`config.mk`:
```
export PLATFORM = sky130hd
export DESIGN_NAME = sram_diag_port
export DESIGN_NICKNAME = d
export VERILOG_FILES = /design/src/rtl/sdp_pkg.sv /design/src/rtl/sdp_mode_gate.sv /design/src/rtl/sdp_addr_regs.sv /design/src/rtl/sdp_seq.sv /design/src/rtl/sram_diag_port.sv
export SDC_FILE = /design/constraint.sdc
export NUM_CORES = 1
export LEC_CHECK = 0
export BUFFER_PORTS_ARGS = -buffer_cell sky130_fd_sc_hd__buf_2
export CAP_MARGIN = 30
export CORE_MARGIN = 4
export CORE_UTILIZATION = 45
export DETAILED_ROUTE_END_ITERATION = 8
export PLACE_DENSITY = 0.82
export SYNTH_ARGS = -nofsm -noshare
export SYNTH_HDL_FRONTEND = slang
export SYNTH_HIERARCHICAL = 1
export SYNTH_SLANG_ARGS = --single-unit
```
`constraint.sdc`:
```
create_clock -name clk -period 2.7 [get_ports clk]
set_clock_uncertainty 0.1 [all_clocks]
set_input_delay 0.27 -clock clk [delete_from_list [all_inputs] [get_ports clk]]
set_output_delay 0.27 -clock clk [all_outputs]
set_load 0.03 [all_outputs]
```
`src/rtl/sdp_pkg.sv`:
```
package sdp_pkg;
  typedef enum logic [1:0] {
    REG_ADDR_HI = 2'd0,
    REG_ADDR_LO = 2'd1,
    REG_DATA    = 2'd2,
    REG_RSVD    = 2'd3
  } sdp_reg_e;

  typedef enum logic [1:0] {
    SQ_IDLE    = 2'd0,
    SQ_RD_REQ  = 2'd1,
    SQ_RD_WAIT = 2'd2,
    SQ_WR_REQ  = 2'd3
  } sdp_state_e;
endpackage

```
`src/rtl/sdp_mode_gate.sv`:
```
module sdp_mode_gate (
  input  logic stopped,
  input  logic suspended,
  input  logic fast_susp,
  output logic open_win
);
  // window open when halted, or in a plain (non-fast) suspend
  assign open_win = stopped | (suspended & ~fast_susp);
endmodule

```
`src/rtl/sdp_addr_regs.sv`:
```
module sdp_addr_regs #(
  parameter int HI_W    = 4,
  parameter int LO_W    = 16,
  parameter int DATA_W  = 16,
  parameter int SEL_BIT = 15
) (
  input  logic              clk,
  input  logic              rst_n,
  input  logic              wr_hi,
  input  logic              wr_lo,
  input  logic [DATA_W-1:0] wdata,
  output logic              tgt_flash,
  output logic [HI_W+LO_W-1:0] word_addr,
  output logic [DATA_W-1:0] hi_view,
  output logic [DATA_W-1:0] lo_view
);
  logic [HI_W-1:0] hi_q;
  logic [LO_W-1:0] lo_q;
  logic            sel_q;

  always_ff @(posedge clk) begin
    if (!rst_n) begin
      hi_q  <= '0;
      lo_q  <= '0;
      sel_q <= 1'b0;
    end else begin
      if (wr_hi) begin
        hi_q  <= wdata[HI_W-1:0];
        sel_q <= wdata[SEL_BIT];
      end
      if (wr_lo) lo_q <= wdata[LO_W-1:0];
    end
  end

  assign tgt_flash = sel_q;
  assign word_addr = {hi_q, lo_q};

  always_comb begin
    hi_view = '0;
    hi_view[HI_W-1:0] = hi_q;
    hi_view[SEL_BIT]  = sel_q;
    lo_view = '0;
    lo_view[LO_W-1:0] = lo_q;
  end

  AST_HI_LOAD: assert property (@(posedge clk) disable iff (!rst_n)
    wr_hi |=> (word_addr[HI_W+LO_W-1:LO_W] == $past(wdata[HI_W-1:0])) && (tgt_flash == $past(wdata[SEL_BIT])));
endmodule

```
`src/rtl/sdp_seq.sv`:
```
module sdp_seq
  import sdp_pkg::*;
#(
  parameter int ADDR_W = 20,
  parameter int DATA_W = 16
) (
  input  logic              clk,
  input  logic              rst_n,
  input  logic              start_rd,
  input  logic              start_wr,
  input  logic              consume,
  input  logic              invalidate,
  input  logic [ADDR_W-1:0] addr,
  input  logic [DATA_W-1:0] wdata,
  output logic              busy,
  output logic              rd_valid,
  output logic [DATA_W-1:0] rd_word,
  output logic              mem_req_valid,
  input  logic              mem_req_ready,
  output logic              mem_req_write,
  output logic [ADDR_W-1:0] mem_req_addr,
  output logic [DATA_W-1:0] mem_req_wdata,
  input  logic              mem_rsp_valid,
  input  logic [DATA_W-1:0] mem_rsp_data
);
  sdp_state_e st;

  always_ff @(posedge clk) begin
    if (!rst_n) begin
      st            <= SQ_IDLE;
      mem_req_addr  <= '0;
      mem_req_wdata <= '0;
      rd_valid      <= 1'b0;
      rd_word       <= '0;
    end else begin
      unique case (st)
        SQ_IDLE: begin
          if (invalidate || consume) rd_valid <= 1'b0;
          if (start_rd) begin
            st           <= SQ_RD_REQ;
            mem_req_addr <= addr;
          end else if (start_wr) begin
            st            <= SQ_WR_REQ;
            mem_req_addr  <= addr;
            mem_req_wdata <= wdata;
          end
        end
        SQ_RD_REQ:  if (mem_req_ready) st <= SQ_RD_WAIT;
        SQ_RD_WAIT: if (mem_rsp_valid) begin
          st       <= SQ_IDLE;
          rd_valid <= 1'b1;
          rd_word  <= mem_rsp_data;
        end
        SQ_WR_REQ:  if (mem_req_ready) st <= SQ_IDLE;
        default:    st <= SQ_IDLE;
      endcase
    end
  end

  assign busy          = (st != SQ_IDLE);
  assign mem_req_valid = (st == SQ_RD_REQ) || (st == SQ_WR_REQ);
  assign mem_req_write = (st == SQ_WR_REQ);

  AST_REQ_HOLD: assert property (@(posedge clk) disable iff (!rst_n)
    (mem_req_valid && !mem_req_ready) |=> (mem_req_valid && $stable(mem_req_addr) && $stable(mem_req_write) && $stable(mem_req_wdata)));
  AST_FETCH_LAUNCH: assert property (@(posedge clk) disable iff (!rst_n)
    start_rd |=> (mem_req_valid && !mem_req_write && mem_req_addr == $past(addr)));
  AST_WRITE_LAUNCH: assert property (@(posedge clk) disable iff (!rst_n)
    (start_wr && !start_rd) |=> (mem_req_valid && mem_req_write && mem_req_wdata == $past(wdata)));
  AST_DROP_WORD: assert property (@(posedge clk) disable iff (!rst_n)
    (invalidate && !busy) |=> !rd_valid);
endmodule

```
`src/rtl/sram_diag_port.sv`:
```
module sram_diag_port
  import sdp_pkg::*;
#(
  parameter int HI_W    = 4,
  parameter int LO_W    = 16,
  parameter int DATA_W  = 16,
  parameter int SEL_BIT = 15,
  localparam int ADDR_W = HI_W + LO_W
) (
  input  logic              clk,
  input  logic              rst_n,
  input  logic              ctl_stopped,
  input  logic              ctl_suspended,
  input  logic              ctl_fast_susp,
  input  logic              hst_sel,
  input  logic              hst_wr,
  input  logic [1:0]        hst_reg,
  input  logic [DATA_W-1:0] hst_wdata,
  output logic [DATA_W-1:0] hst_rdata,
  output logic              hst_retry,
  output logic              mem_req_valid,
  input  logic              mem_req_ready,
  output logic              mem_req_write,
  output logic [ADDR_W-1:0] mem_req_addr,
  output logic [DATA_W-1:0] mem_req_wdata,
  input  logic              mem_rsp_valid,
  input  logic [DATA_W-1:0] mem_rsp_data
);
  logic              open_win, busy, rd_valid, tgt_flash;
  logic [DATA_W-1:0] rd_word, hi_view, lo_view;
  logic [ADDR_W-1:0] word_addr;
  logic              acc, free, hit_data, wr_hi, wr_lo;
  logic              start_rd, start_wr, consume, invalidate;
  sdp_reg_e          rsel;

  sdp_mode_gate u_gate (
    .stopped   (ctl_stopped),
    .suspended (ctl_suspended),
    .fast_susp (ctl_fast_susp),
    .open_win  (open_win)
  );

  assign rsel       = sdp_reg_e'(hst_reg);
  assign acc        = hst_sel & open_win;
  assign free       = acc & ~busy;
  assign hit_data   = free & (rsel == REG_DATA) & ~tgt_flash;
  assign wr_hi      = free & hst_wr & (rsel == REG_ADDR_HI);
  assign wr_lo      = free & hst_wr & (rsel == REG_ADDR_LO);
  assign start_wr   = hit_data & hst_wr;
  assign start_rd   = hit_data & ~hst_wr & ~rd_valid;
  assign consume    = hit_data & ~hst_wr & rd_valid;
  assign invalidate = wr_hi | wr_lo | start_wr;

  sdp_addr_regs #(.HI_W(HI_W), .LO_W(LO_W), .DATA_W(DATA_W), .SEL_BIT(SEL_BIT)) u_regs (
    .clk       (clk),
    .rst_n     (rst_n),
    .wr_hi     (wr_hi),
    .wr_lo     (wr_lo),
    .wdata     (hst_wdata),
    .tgt_flash (tgt_flash),
    .word_addr (word_addr),
    .hi_view   (hi_view),
    .lo_view   (lo_view)
  );

  sdp_seq #(.ADDR_W(ADDR_W), .DATA_W(DATA_W)) u_seq (
    .clk           (clk),
    .rst_n         (rst_n),
    .start_rd      (start_rd),
    .start_wr      (start_wr),
    .consume       (consume),
    .invalidate    (invalidate),
    .addr          (word_addr),
    .wdata         (hst_wdata),
    .busy          (busy),
    .rd_valid      (rd_valid),
    .rd_word       (rd_word),
    .mem_req_valid (mem_req_valid),
    .mem_req_ready (mem_req_ready),
    .mem_req_write (mem_req_write),
    .mem_req_addr  (mem_req_addr),
    .mem_req_wdata (mem_req_wdata),
    .mem_rsp_valid (mem_rsp_valid),
    .mem_rsp_data  (mem_rsp_data)
  );

  assign hst_retry = acc & (busy | start_rd);

  always_comb begin
    hst_rdata = '0;
    if (free && !hst_wr) begin
      unique case (rsel)
        REG_ADDR_HI: hst_rdata = hi_view;
        REG_ADDR_LO: hst_rdata = lo_view;
        REG_DATA:    if (consume) hst_rdata = rd_word;
        default:     hst_rdata = '0;
      endcase
    end
  end

  AST_GATED_QUIET: assert property (@(posedge clk) disable iff (!rst_n)
    (hst_sel && !open_win && !busy) |=> !mem_req_valid);
  AST_FLASH_QUIET: assert property (@(posedge clk) disable iff (!rst_n)
    (hst_sel && tgt_flash && !busy) |=> !mem_req_valid);
  AST_BUSY_FROZEN: assert property (@(posedge clk) disable iff (!rst_n)
    (hst_sel && busy) |=> $stable(word_addr) && $stable(tgt_flash));
endmodule

```
Word-level counts from Yosys, hierarchy flattened. Cells that the tools add are included.

Register bits: 76. Input port bits: 43. Output and inout bits: 55. Word-level logic and storage cells: 69.

Equal/unequal tests: 10. Muxes and demuxes: 14. Bitwise gates (word level): 23. Reduce and logical (&&, ||, !) cells: 14.

Operator list (number): one-hot mux 16 bit (3 select lines) (1); two-way mux 20 bit (2); two-way mux 16 bit (2); AND 1 bit (13); two-way mux 2 bit (5); one-hot mux 2 bit (4 select lines) (1); equality test 2 bit (second input constant) (3); inequality test 2 bit (second input constant) (3); NOT 1 bit (6); AND reduction 3 bit (2); nonzero test 2 bit (3); equality test 2 x 1 -> 1 bit (second input constant) (2); zero test 2 bit (2); bitwise OR 1 bit (4); AND reduction 2 bit (2); AND reduction 4 bit (1); inequality test 3 bit (second input constant) (1); logical OR 1 bit (2); two-way mux 1 bit (2); inequality test 2 x 1 -> 1 bit (second input constant) (1); one-hot mux 1 bit (2 select lines) (1); logical AND 1 bit (1); zero test 1 bit (1).

Depth between registers and ports, before layout.
Depth after elaboration: 12. Mapped depth: 12.

Cells and area by module. The synthesis kept the hierarchy.

By module, submodules not included: sdp_seq (instances 1, cells an instance 254, area each 2178.3 µm²); sdp_addr_regs (instances 1, cells an instance 101, area each 1049.8 µm²); sram_diag_port (instances 1, cells an instance 70, area each 488.0 µm²); sdp_mode_gate (instances 1, cells an instance 2, area each 11.3 µm²).

Worst setup path after synthesis. OpenSTA, ideal clock, no wires.

Path type: reg-to-reg. From: reg u_seq.st[0]. To: reg u_seq.mem_req_addr[0]. Library setup time: 0.076 ns. Arrival: 2.530 ns. Data required time: 2.524 ns. Setup slack: -0.006 ns. Cell stages (with the launch flop): 12. Period minus slack after synthesis: 2.706 ns. Cell sequence: dfxtp_1 buf_2 nor2_1 inv_1 clkbuf_1 or3_1 clkbuf_1 nor3_1 or2_2 clkbuf_1 nand3_1 a21boi_0.

Cells in the longest elaborated chain, start to end: 9. Elaborated cells between the ends (all ways): 12. Those cells by class: mux: 1; bitwise: 7; reduce/logical: 4.

Ends and longest elaborated chain: start: declaration (RTL line sdp_seq.sv:26) `sdp_state_e st;`; start signal: assignment (RTL line sdp_seq.sv:30) `st <= SQ_IDLE;`; start signal: assignment (RTL line sdp_seq.sv:40) `st <= SQ_RD_REQ;`; start signal: assignment (RTL line sdp_seq.sv:43) `st <= SQ_WR_REQ;`; nonzero test 2 bit * (RTL line sdp_seq.sv:60) `assign busy = (st != SQ_IDLE);`; named net busy (RTL line sram_diag_port.sv:29) `logic open_win, busy, rd_valid, tgt_flash;`; NOT 1 bit * (RTL line sram_diag_port.sv:45) `assign free = acc & ~busy;`; AND 1 bit * (RTL line sram_diag_port.sv:45); AND 1 bit * (2 in series) (RTL line sram_diag_port.sv:46) `assign hit_data = free & (rsel == REG_DATA) & ~tgt_flash;`; AND 1 bit * (2 in series) (RTL line sram_diag_port.sv:50) `assign start_rd = hit_data & ~hst_wr & ~rd_valid;`; named net start_rd (RTL line sram_diag_port.sv:33) `logic start_rd, start_wr, consume, invalidate;`; nonzero test 2 bit (no line); AND reduction 2 bit (no line); end signal: assignment (RTL line sdp_seq.sv:41) `mem_req_addr <= addr;`; end signal: assignment (RTL line sdp_seq.sv:44) `mem_req_addr <= addr;`; end: declaration (RTL line sdp_seq.sv:21) `output logic [ADDR_W-1:0] mem_req_addr,`.

The timed path passes the listed nets; every way through them passes the cells marked *. A chain may end at the register's enable or synchronous reset.

Final worst setup path.
From: reg u_seq.st[1]. To: reg u_seq.mem_req_wdata[0].

Cells in the longest elaborated chain, start to end: 9. Elaborated cells between the ends (all ways): 11. Those cells by class: bitwise: 8; reduce/logical: 3.

Ends and longest elaborated chain: nonzero test 2 bit (RTL line sdp_seq.sv:60); named net busy (RTL line sram_diag_port.sv:29); NOT 1 bit (RTL line sram_diag_port.sv:45); AND 1 bit (RTL line sram_diag_port.sv:45); AND 1 bit (2 in series) (RTL line sram_diag_port.sv:46); AND 1 bit (2 in series) (RTL line sram_diag_port.sv:50); named net start_rd (RTL line sram_diag_port.sv:33); NOT 1 bit (no line); AND reduction 3 bit (no line); end signal: assignment (RTL line sdp_seq.sv:45) `mem_req_wdata <= wdata;`; end: declaration (RTL line sdp_seq.sv:22) `output logic [DATA_W-1:0] mem_req_wdata,`.

The timed path passes the listed nets, and every way through them passes these cells.

==> flow_summary.ini <==
[sta]
layout_setup_ws_ps = 233.7
worst_slew_pin_slew_ps = 678.5
holdWs_ps = 60.40
finalSetupViolCount = 0
period_minus_slack_ps = 2466
drv_slew = 0
setup-tns-final_ps = 0
period_share_pct = 91.35
fmax_ghz = 0.4055
hold_viol = 0
grt_setup_unrepaired = false
max-slew-margin-rel_pct = 54.63

[grt]
grt_first_pass_wirelength_um = 14720
grt_pass1_vias = 3020
grt_usage_pct = 18.68
grt_start_max_net_pins = 77
antenna_found_initial = 0
globalRouteOverflowTotal = 0

[min_path]
hp-class = in -> reg
worst_hold_startpoint = mem_rsp_data[10]
min_path_cells = 3
whs_endpoint = u_seq/rd_word[10]$_SDFFE_PN0P_

[pwr]
p_per_area_nw_per_um2 = 576.6
power.total_w = 0.002501
p_leak_nw = 1.771
irDropWorstVdd_mv = 0.2823

[synth]
ys_warn_count = 6
synthFlopType = dfxtp_1
synth_top_area_share_pct = 40.82
synth_edf_count = 0
synth_cells = 427
avgSynthCellArea_um2 = 8.729
yosysTopAreaCell = dfxtp_1
syn_area_um2 = 3727
async_reset_ff_share_pct = 0
synthTopCellsByArea = dfxtp_1, mux2i_1, a21boi_0
yosysUniqueCellTypes = 35
ys_ff_latch = 76
synth_seq_area_share_pct = 40.82

[finish]
diodes = 0
drive_gt1_share_pct = 26.52
area_growth_pct = 16.38
layout.cells.non_filler = 596
nFillCells = 734
layout.nets = 532

[placed_design]
portBuffers = 97
routabilityCongestion = 0.8705
dp_cells = 579
place_ws_ps = 379.1
dp_hpwl_um = 6589

[detailed_routing]
drtAntennaViolNets = 0
wl_per_cell_um = 15.86
routed_via_density = 5.307
first_iter_violations = 229
first_pass_iters = 4
drc_errors = 0
routed_wl_um = 9454
vias = 3163

[worst_setup_path]
r2r_setup_slack_ps = 230
r2r-end = u_seq/mem_req_wdata[0]$_SDFFE_PN0P_
r2r.worst_path.cells = 7
arrival_ps = 2630
crit_required_ps = 2870
crit_path_start_kind = flop
reg2reg_from = u_seq/st[1]$_SDFFE_PN0P_
critical_path.endpoint_type = flop
worstSetupStartpoint = u_seq/st[1]$_SDFFE_PN0P_
worst-setup-path-type = reg -> reg
worstPathMaxFanout = 16

[die]
initial_utilization_pct = 47.26
io_pins = 98
core_area_um2 = 7888
die_x_um = 99.01
dieArea_um2 = 9803
die_y_um = 99.01
row_count = 32

[cts]
cts.sinks = 76
ctsHoldBuffers = 0
clock_path_buffers = 2
cts_resized = 0
cts_root_buf = clkbuf_8
numCtsBuffers = 9
clk_pin_slew_worst_paths_ps = 80
cts_setup_buffers = 0
cts_tree = done
clock_insertion_delay_worst_skew_ps = 350
htree_levels = 3

[flow_run]
drv_cap = 0

[outcome]
status = finished clean
-- final cells by class --
type	instances	area, um^2	area share (%)
clock buffers	13	178.9	4.125
multi-input cells	290	1809	41.71
flip-flops and latches	76	1521	35.07
well taps	102	127.6	2.942
inverters	3	11.26	0.2596
clock inverters	3	90.09	2.077
repair buffers	109	599.3	13.82
-- worst max-delay path, cell delays in order (launching register included) --
cell and delay [ps]:
dfxtp_1 310, nor2_1 130, inv_1 100, or3_1 430
nor3_2 400, or4b_1 570, nand2_1 130, a21boi_0 220
-- layer usage --
| layer | GRT usage [%] | share of wire [%] | up-vias |
|---|---|---|---|
| met3 | 3.751 | 6.8 | 21 |
| met5 | 0 | 0 | - |
| li1 | - | - | 1523 |
| met2 | 30.48 | 47 | 106 |
| met1 | 23.89 | 43 | 1513 |
| met4 | 8.088 | 2.8 | 0 |
-- flip-flops by register name (all words and copies together) (netlist names) --
| register | cells |
|---|---|
| u_seq/st | 2 |
| u_regs/hi_q | 4 |
| u_regs/lo_view | 16 |
| u_seq/rd_valid | 1 |
| u_seq/mem_req_addr | 20 |
| u_regs/tgt_flash | 1 |
| u_seq/mem_req_wdata | 16 |
| u_seq/rd_word | 16 |
-- through the flow --
step / utilization (%) / area, um^2
2_1_floorplan: - / 3770
3_3_place_gp: 51.09 / 4030
3_5_place_dp: 51.24 / 4041
4_1_cts: 54.65 / 4310
5_1_grt: 55.00 / 4338
6_report: 55.00 / 4338
-- kinds of logic (layout without fill, tap and decap cells) --
kind of cell / Yosys count / count (layout) / share of synthesized area [%]
and+or+nand+nor: 145 / 145 / 18.90
AOI/OAI and AO/OA: 97 / 97 / 18.33
DFF: 76 / 76 / 40.82
buffers and inverters: 71 / 128 / 11.92
muxes: 37 / 37 / 9.936
other: 1 / 11 / 0.1006
-- synthesized netlist by cell type (all sizes together) (16+ instances only) --
cell	instances
o21ai	23
nand3	20
buf	45
a21boi	53
nand2	65
mux2i	37
nor2b	22
clkbuf	23
dfxtp	76
nor2	20
a2bb2oi	16
-- placed cells by master, fill, tap and decap left out, drive strengths merged, types with 2 or more instances in the layout --
master / netlist / layout
a21boi: 53 / 53
a21oi: 3 / 3
a2bb2oi: 16 / 16
and2: 2 / 2
buf: 45 / 109
bufinv: 0 / 3
clkbuf: 23 / 13
conb: 1 / 11
dfxtp: 76 / 76
inv: 3 / 3
mux2i: 37 / 37
nand2: 65 / 65
nand2b: 2 / 2
nand3: 20 / 20
nor2: 20 / 20
nor2b: 22 / 22
nor3: 2 / 2
o21ai: 23 / 23
or3: 2 / 2
-- worst max path at each step --
stage,end,slack (ps)
2_1_floorplan,u_seq/mem_req_addr[0]$_SDFFE_PN0P_,150
3_3_place_gp,u_seq/st[0]$_SDFFE_PN0P_,440
3_5_place_dp,u_seq/mem_req_wdata[1]$_SDFFE_PN0P_,380
4_1_cts,u_seq/mem_req_wdata[0]$_SDFFE_PN0P_,280
5_1_grt,u_seq/mem_req_wdata[3]$_SDFFE_PN0P_,80
6_report,u_seq/mem_req_wdata[0]$_SDFFE_PN0P_,230
-- power breakdown --
part / internal (W) / switching [W] / total, W
clock network: 0.000716 / 0.000416 / 0.00113
registers: 0.00113 / 0.00000947 / 0.00114
logic: 0.0000956 / 0.000130 / 0.000226
(Power assumes the default switching activity.)
